### src/rtl/cfg_key_port.sv
module cfg_key_port #(
  parameter int          NUM_DEV   = 8,
  parameter logic [7:0]  KEY_BYTE  = 8'h87,
  parameter logic [7:0]  EXIT_BYTE = 8'hAA,
  parameter logic [15:0] CHIP_ID   = 16'h0406,
  parameter logic [15:0] MFR_ID    = 16'h1934,
  parameter logic [NUM_DEV*16-1:0] BASE_RST = '0
) (
  input  logic                  clk,
  input  logic                  rst_n,
  input  logic                  wr_en,
  input  logic                  rd_en,
  input  logic                  addr,
  input  logic [7:0]            wdata,
  output logic [7:0]            rdata,
  output logic [NUM_DEV*16-1:0] dev_base
);
  localparam int LW = (NUM_DEV > 1) ? $clog2(NUM_DEV) : 1;
  localparam logic [1:0] S_LOCKED = 2'd0, S_HALF = 2'd1, S_OPEN = 2'd2;
  localparam logic [7:0] IX_SEL = 8'h07, IX_CID_H = 8'h20, IX_CID_L = 8'h21,
                         IX_MID_H = 8'h23, IX_MID_L = 8'h24,
                         IX_BAS_H = 8'h60, IX_BAS_L = 8'h61;

  logic [1:0]  st;
  logic [7:0]  idx, ldn;
  logic [15:0] base_q [NUM_DEV];
  logic [15:0] cur_base;
  logic        idx_wr, data_wr, dev_ok, is_open;

  assign is_open = (st == S_OPEN);
  assign idx_wr  = wr_en && !addr;
  assign data_wr = wr_en && addr && is_open;
  assign dev_ok  = (int'(ldn) < NUM_DEV);
  assign cur_base = dev_ok ? base_q[ldn[LW-1:0]] : 16'h0000;

  always_ff @(posedge clk) begin
    if (!rst_n) begin
      st  <= S_LOCKED;
      idx <= 8'h00;
    end else if (idx_wr) begin
      case (st)
        S_LOCKED: st <= (wdata == KEY_BYTE) ? S_HALF : S_LOCKED;
        S_HALF:   st <= (wdata == KEY_BYTE) ? S_OPEN : S_LOCKED;
        default: begin
          if (wdata == EXIT_BYTE) st <= S_LOCKED;
          else                    idx <= wdata;
        end
      endcase
    end
  end

  always_ff @(posedge clk) begin
    if (!rst_n)                            ldn <= 8'h00;
    else if (data_wr && idx == IX_SEL)     ldn <= wdata;
  end

  for (genvar g = 0; g < NUM_DEV; g++) begin : g_dev
    logic hit;
    assign hit = data_wr && dev_ok && (ldn == 8'(g));
    always_ff @(posedge clk) begin
      if (!rst_n)                         base_q[g] <= BASE_RST[g*16 +: 16];
      else if (hit && idx == IX_BAS_H)    base_q[g][15:8] <= wdata;
      else if (hit && idx == IX_BAS_L)    base_q[g][7:0]  <= wdata;
    end
    assign dev_base[g*16 +: 16] = base_q[g];
  end

  always_comb begin
    rdata = 8'h00;
    if (rd_en) begin
      if (!is_open)   rdata = 8'hFF;
      else if (!addr) rdata = idx;
      else begin
        case (idx)
          IX_SEL:   rdata = ldn;
          IX_CID_H: rdata = CHIP_ID[15:8];
          IX_CID_L: rdata = CHIP_ID[7:0];
          IX_MID_H: rdata = MFR_ID[15:8];
          IX_MID_L: rdata = MFR_ID[7:0];
          IX_BAS_H: rdata = cur_base[15:8];
          IX_BAS_L: rdata = cur_base[7:0];
          default:  rdata = 8'h00;
        endcase
      end
    end
  end
endmodule

### config.mk
export PLATFORM = sky130hd
export DESIGN_NAME = cfg_key_port
export DESIGN_NICKNAME = d
export VERILOG_FILES = /design/src/rtl/cfg_key_port.sv
export SDC_FILE = /design/constraint.sdc
export NUM_CORES = 1
export LEC_CHECK = 0
export ABC_CLOCK_PERIOD_IN_PS = 2500
export CAP_MARGIN = 30
export CORE_MARGIN = 2
export CORE_UTILIZATION = 40
export CTS_BUF_LIST = sky130_fd_sc_hd__clkbuf_4
export DETAILED_ROUTE_END_ITERATION = 8
export PLACE_DENSITY = 0.77
export SETUP_SLACK_MARGIN = 0.02
export SLEW_MARGIN = 25
export SYNTH_ARGS = -nofsm -noshare
export SYNTH_HDL_FRONTEND = slang
export SYNTH_SLANG_ARGS = --single-unit
### constraint.sdc
create_clock -name clk -period 2.5 [get_ports clk]
set_input_delay 0.5 -clock clk [delete_from_list [all_inputs] [get_ports clk]]
set_output_delay 0.5 -clock clk [all_outputs]
set_load 0.01 [all_outputs]
==> results.md, run 1 <==
* Status: finished, violations left
* Failing checks: negative setup slack
* DRT antenna net count at 0
* CP Cell Sequence: buf_12, buf_4, buf_4, mux4_2, mux2i_1, nor2_1, o221a_2, buf_6
* CTS clock-pin slew for the worst setup and hold paths at 0.12 ns
* Relative max-transition margin at a little over half
* Via Count at 6006
* Port Buffers at between 100 and 150
* Post-synth EDFFs at 128
* Final WS setup at -0.4353 ns
* Maximum capacitance violations at 0
* Core ar. at approximately 17000 µm²
* H-tree depth at 4
* Unrepaired setup endpoints after global routing: true
* Vias in the first global route at 5743
* Post-DR vias/cell at 5.541
* Fin. Hold Viols at 0
* Synth cell types at 49
* Max Clock Freq at 0.3407 GHz
* Area delta synth->final at 45.19%
* Critical path class: flip-flop to primary output
* Worst Hold Class: flip-flop to flip-flop
* Seq cells post-synth at 149
* Register area share after synthesis at 60.90%
* Fin crit share at 117.4%
* Cell family with the largest share of critical-path delay: multiplexers
* Die ar. at 18580 µm²
* PnR Total Power at 4.977 mW
* Total CTS buffers at 17
* Worst path max stage delay at 0.50 ns
* Power Dens Cells at 489.5 nW/µm²
* Slew Limit Fails at 0
* Crit-path max FO at 6
* Initial Utilization at 40.76%
* Fin Clk Skew at 0.01753 ns
* Netlist Area Pre-Place at 7002 µm²
* Post-Syn Nets at 574
* FFs w/ async S/R, synth at 0%
* DP Wirelength at 17530 µm
* CTS sink cnt at 149
* Share of post-route cells with drive strength above 1 at 30.42%
* Cells after Synth at 561
* Filler cells at around 1400
* Die Y at 136.3 µm
* Core Util, Final at 59.19%
* Initial antenna violation count at 1
* WL final at ~24000 µm
* Slew @ Worst Pin at 0.6738 ns
* Clock Latency Late Sink at around 0.57 ns
* Largest net degree at the start of global routing at 24
* Main synth FF type: edfxtp_1
* Worst path arrival time at roughly 2.4 ns
* Crit end category: primary output
* Row count at 48
* Final #Nets at 858
* Minimum clock period after layout at between 2 and 3 ns
* Initial DRC count at between 600 and 700
* Gpl congestion at 0.9856
* Final setup vio count at 8
* Yosys warns at 0
* Startpoint types: flip-flop
* Cell leakage power at 3.494 nW
* Global-route wire length before repair at 33930 µm
* Worst vdd ir at 0.2753 mV
* WP data required at around 2.0 ns
* DR WL/cell at 21.68 µm
* Root buf cell: clkbuf_4
* Max clock buf depth at 2
* DR DRC count at 0
* GRT Util Overall at 25.67%
* 1st-pass router iterations at 5
* Most used cell, CP: buf_4
* Worst Path Buf+Inv at 4
* CTS tree: yes
* Syn avg cell area at 12.48 µm²
* Residual overflow from global routing at 0
* DIE WIDTH at around 140 µm
* Ports at 149
* CP max stage cell: mux4_2
## sequential cells by signal (all words and copies together) (netlist names), named ones only
name / cells
base_q: 128
idx: 8
ldn: 8
st: 2
## kinds of logic (layout without fill, tap and decap cells)
| family | count (synthesis) | in the layout | synth area share, % |
|---|---|---|---|
| buffers and inverters | 44 | 341 | 3.556 |
| DFF | 149 | 149 | 60.90 |
| and+or+nand+nor | 244 | 244 | 15.81 |
| muxes | 59 | 59 | 14.40 |
| other | 0 | 1 | 0 |
| AOI/OAI and AO/OA | 65 | 65 | 5.325 |
## worst reg2reg max path, delay by kind of cell, from the launching register on
family          cells  cell delay (ns)
compound gates      1             0.14
buf+inv             3             0.59
simple gates        3             1.00
flops               1             0.36
## what timing repair did
item                                   in CTS  in global routing
setup buffers                               4                  6
resized for setup                          54                 18
endpoints found under the hold margin       0                  0
pin swaps                                   7                 11
hold buffers                                0                  0
setup endpoints to repair                   8                  8
cloned                                      1                  0
## power breakdown
group / internal [mW] / total, mW / switching (mW) / leakage, nW
Clock: 0.596 / 1.50 / 0.900 / 0.148
Combinational: 0.345 / 0.608 / 0.264 / 1.96
Sequential: 2.79 / 2.87 / 0.0779 / 1.39
## cells in the final DEF (no fill, tap or decap), drive strengths merged, types with 2 or more instances in the layout
master         count
o221a              2
dfxtp             21
or4                3
a31oi              5
mux2               4
nand4              5
nor4               3
mux4              33
inv                9
nand2             44
o21ai             34
nor3               4
nor2b              5
a21oi             15
edfxtp           128
buf              162
nor2             155
clkinvlp           2
clkinv             9
nand2b             7
clkdlybuf4s50    140
nand3              9
and4               2
bufinv             2
clkbuf            17
mux2i             22
## metrics by stage
step | instance area (µm²) | hold slack, ns | setup slack (ns) | instances | TNS (ns)
after floorplan | 7002 | 0.5068 | 0.1693 | 561 | 0
after global placement | 9689 | 0.5303 | -0.2602 | 1043 | -5.493
after detailed placement | 9689 | 0.5405 | -0.3447 | 1043 | -8.262
after CTS | 10060 | 0.5698 | -0.4485 | 1078 | -3.213
after global routing | 10170 | 0.6190 | -0.5282 | 1084 | -3.833
final | 10170 | 0.5634 | -0.4353 | 1084 | -3.073
## metal layers
layer	part of all wire (%)	wire [µm]	global-route usage [%]	vias up
met5	0	0	0	-
met3	13	2991	6.898	55
met2	48	11280	41.21	444
met4	3.1	736	9.317	0
met1	36	8492	33.60	2876
li1	-	-	-	2631
## final cells by class
type | instances | area, µm² | share of cell area (%)
antenna | 1 | 2.502 | 0.02462
clock buffer | 17 | 127.6 | 1.255
clock inverter | 15 | 153.9 | 1.514
inverter | 7 | 26.28 | 0.2585
multi-input combinational | 368 | 2614 | 25.71
sequential | 149 | 4272 | 42.02
tap | 225 | 281.5 | 2.769
timing repair buffer | 302 | 2689 | 26.45
## worst paths after layout
kind / from / endpoint / slack [ns] / depth (start not counted)
worst min-delay path: st[0] / st[0] / 0.56 / 2
worst min register to register: st[0] / st[0] / 0.56 / 2
worst max register to register: ldn[5] / base_q[3][0] / 0.12 / 7
worst max-delay path: flip-flop / rdata[6] / -0.44 / 8
## synth_stat cells (all sizes together), types with 2 or more instances
library cell | count | area [µm²]
nor2 | 155 | 581.8
edfxtp | 128 | 3844
nand2 | 44 | 165.2
o21ai | 34 | 170.2
mux4 | 33 | 743.2
buf | 22 | 166.4
mux2i | 22 | 220.2
dfxtp | 21 | 420.4
a21oi | 15 | 75.07
clkbuf | 15 | 56.30
nand3 | 9 | 55.05
nand2b | 7 | 43.79
inv | 6 | 22.52
a31oi | 5 | 31.28
nand4 | 5 | 37.53
nor2b | 5 | 31.28
mux2 | 4 | 45.04
nor3 | 4 | 25.02
nor4 | 3 | 48.80
or4 | 3 | 22.52
and4 | 2 | 18.77
o221a | 2 | 22.52
No activity file was read; power rests on OpenSTA's default activity.
==> run 2: changes to the inputs <==
PLACE_DENSITY = 0.69   (was 0.77)
RECOVER_POWER = 100   (was default)
==> run 2 against run 1 <==
The flow still finishes with violations (negative setup slack). Sequential power about the same. Sequential share of layout area up 0.25 points. Power down 1.2%. Sequential cell count unchanged. Die area unchanged. Wire length up 2.0%. Final cell count up 0.37%. Clock power about the same. Clock skew up 0.0046 ns. Utilization down 0.35 points. Global-route usage up 0.74 points. Critical path depth down 2. Critical endpoint is now rdata[2].
==> results.md, run 2 (synthesis results as in run 1) <==
* Commonest non-fill, non-tap cells in the layout: nor2_1 (155), dlygate4sd3_1 (129), edfxtp_1 (128), buf_4 (124), nand2_1 (43)
* Crit-path max FO at 6 (unchanged)
* Met1 wire length at 9047 µm (+6.5%)
* DR DRC count at 0 (unchanged)
* Maximum capacitance violations at 0 (unchanged)
* Register area at 4272 µm² (unchanged)
* Total CTS buffers at 17 (unchanged)
* Worst Path Buf+Inv at 2 (-2)
* Filler cells at 1426 (+2.4%)
* GRT Util Overall at 26.41% (+0.74 points)
* Non-filler cells, final at 1088 (+0.37%)
* Via Count at 6011 (+0.083%)
* Met3 Wirelength at 2297 µm (-23%)
* Multi-input gate area at 2576 µm² (-1.4%)
* Core ar. at 17180 µm² (unchanged)
* Clock Latency Late Sink at 0.55 ns (-0.02 ns)
* DIE WIDTH at 136.3 µm (unchanged)
* DRT antenna net count at 0 (unchanged)
* Power Dens Cells at 486.5 nW/µm² (-0.61%)
* Cell leakage power at 3.544 nW (+1.4%)
* Die Y at 136.3 µm (unchanged)
* Fin. Hold Viols at 0 (unchanged)
* Share of post-route cells with drive strength above 1 at 29.90% (-0.52 points)
* Ports at 149 (unchanged)
* Cell family with the largest share of critical-path delay: multiplexers
* Most common cell after layout, fill and taps aside: nor2_1
* Fin crit share at 118.1% (+0.74 points)
* Diodes inserted at 0 (-1)
* Startpoint types: flip-flop
* H-tree depth at 4 (unchanged)
* Root buf cell: clkbuf_4
* 1st-pass router iterations at 5 (unchanged)
* CP max stage cell: mux4_2
* Post-DR vias/cell at 5.525 (-0.28%)
* Row count at 48 (unchanged)
* Final setup vio count at 8 (unchanged)
* CTS tree: yes
* Worst path max stage delay at 0.53 ns (+0.03 ns)
* Post-Place Cells at 1038 (-0.48%)
* Final #Nets at 863 (+0.58%)
* Crit end category: primary output
* CTS sink cnt at 149 (unchanged)
* Largest net degree at the start of global routing at 17 (-29%)
* Met2 Routed Length at 11780 µm (+4.5%)
* Status: finished, violations left
* Minimum clock period after layout at 2.954 ns (+0.01840 ns)
* PnR Total Power at 4.917 mW (-1.2%)
* Global-route wire length before repair at 35100 µm (+3.4%)
* Max Clock Freq at 0.3386 GHz (-0.62%)
* Area delta synth->final at 44.33%
* Die ar. at 18580 µm² (unchanged)
* Worst vdd ir at 0.2216 mV (-20%)
* Max clock buf depth at 2 (unchanged)
* Worst path arrival time at 2.45 ns (about the same)
* Initial DRC count at 509 (-21%)
* Initial antenna violation count at 0 (-1)
* Largest registers: base_q x128, idx x8, ldn x8
* Slew @ Worst Pin at 0.6276 ns (-0.04623 ns)
* Gpl congestion at 0.9701 (-1.6%)
* CP Cell Sequence: buf_12, mux4_2, mux4_2, nand2_2, a21oi_2, buf_2
* Critical path class: flip-flop to primary output
* DP Wirelength at 18230 µm (+4.0%)
* Worst Hold Class: flip-flop to flip-flop
* Max layer used: met4
* Slew Limit Fails at 0 (unchanged)
* Reg with most FFs: base_q
* Max FFs per register at 128 (unchanged)
* Failing checks: negative setup slack
* Vias in the first global route at 5946 (+3.5%)
* WP data required at 2.00 ns (about the same)
* Most used cell, CP: mux4_2
* Port Buffers at 148 (unchanged)
* Relative max-transition margin at 58.16% (+3.2 points)
* Residual overflow from global routing at 0 (unchanged)
* Final WS setup at -0.4537 ns (-0.01840 ns)
* WL final at 23970 µm (+2.0%)
* Initial Utilization at 40.76% (unchanged)
* DR WL/cell at 22.03 µm (+1.6%)
* FF-to-FF setup slack at 0.04 ns (-0.08 ns)
* Unrepaired setup endpoints after global routing: true
* CTS clock-pin slew for the worst setup and hold paths at 0.13 ns (about the same)
* Fin Clk Skew at 0.02213 ns (+0.004601 ns)
-- run 2: cell count changes in the layout (fill, tap and decap cells not counted), moves of 2 or more --
cell / before / now
buf_4: 144 / 124
clkbuf_2: 0 / 14
o21ai_1: 9 / 11
clkinvlp_4: 2 / 0
buf_2: 7 / 9
clkinv_4: 4 / 1
clkinv_1: 3 / 1
clkdlybuf4s50_1: 140 / 11
dlygate4sd3_1: 0 / 129
clkbuf_1: 0 / 4
clkbuf_4: 17 / 23
inv_4: 0 / 3
clkinv_2: 2 / 4
-- run 2: worst paths after layout --
check | start | to | cells after the start
setup / recovery | flip-flop | rdata[2] | 6
hold / removal | st[0] | st[0] | 2
setup reg to reg | idx[5] | base_q[1][9] | 6
hold reg to reg | st[0] | st[0] | 2
-- run 2: layout make-up --
class,instances,area share (%)
clock inverter,13,1.275
sequential,149,42.27
clock buffer,19,1.411
tap,225,2.786
inverter,7,0.2600
timing repair buffer,307,26.51
multi-input combinational,368,25.49
-- run 2: metal layers --
metal / vias to the layer above / track usage, %
li1: 2630 / -
met3: 63 / 4.400
met2: 401 / 44.17
met1: 2917 / 34.59
met4: 0 / 10.13
met5: - / 0
-- run 2: repair_timing --
action                                  4_1_cts  5_1_grt
gates cloned                                  1        0
gates resized for setup                      55       15
pin swaps                                    11       13
endpoints found under the setup margin        8        8
setup buffers                                 8       11
hold buffers                                  0        0
-- run 2: where the power goes --
group | switching [mW] | leakage [nW] | internal, mW
clock network | 0.873 | 0.162 | 0.615
registers | 0.0846 | 1.39 | 2.79
logic | 0.254 | 2.00 | 0.296
-- run 2: worst register-to-register path, delay by kind of cell, from the launching register on --
kind / cells / cell delay (ns)
and+or+nand+nor: 3 / 1.17
buffers and inverters: 2 / 0.41
DFF: 1 / 0.38
AOI/OAI and AO/OA: 1 / 0.21
-- run 2: metrics by stage --
stage / worst slack, ns / hold slack [ns] / utilization [%] / setup TNS [ns] / area, µm²
3_5_place_dp: -0.3240 / 0.5414 / 56.26 / -8.374 / 9664
3_3_place_gp: -0.2717 / 0.5311 / 56.26 / -6.823 / 9664
5_1_grt: -0.4964 / 0.5929 / 58.84 / -4.325 / 10110
6_report: -0.4537 / 0.5675 / 58.84 / -2.922 / 10110
4_1_cts: -0.4612 / 0.5734 / 58.56 / -3.105 / 10060
2_1_floorplan: 0.1693 / 0.5068 / - / 0 / 7002
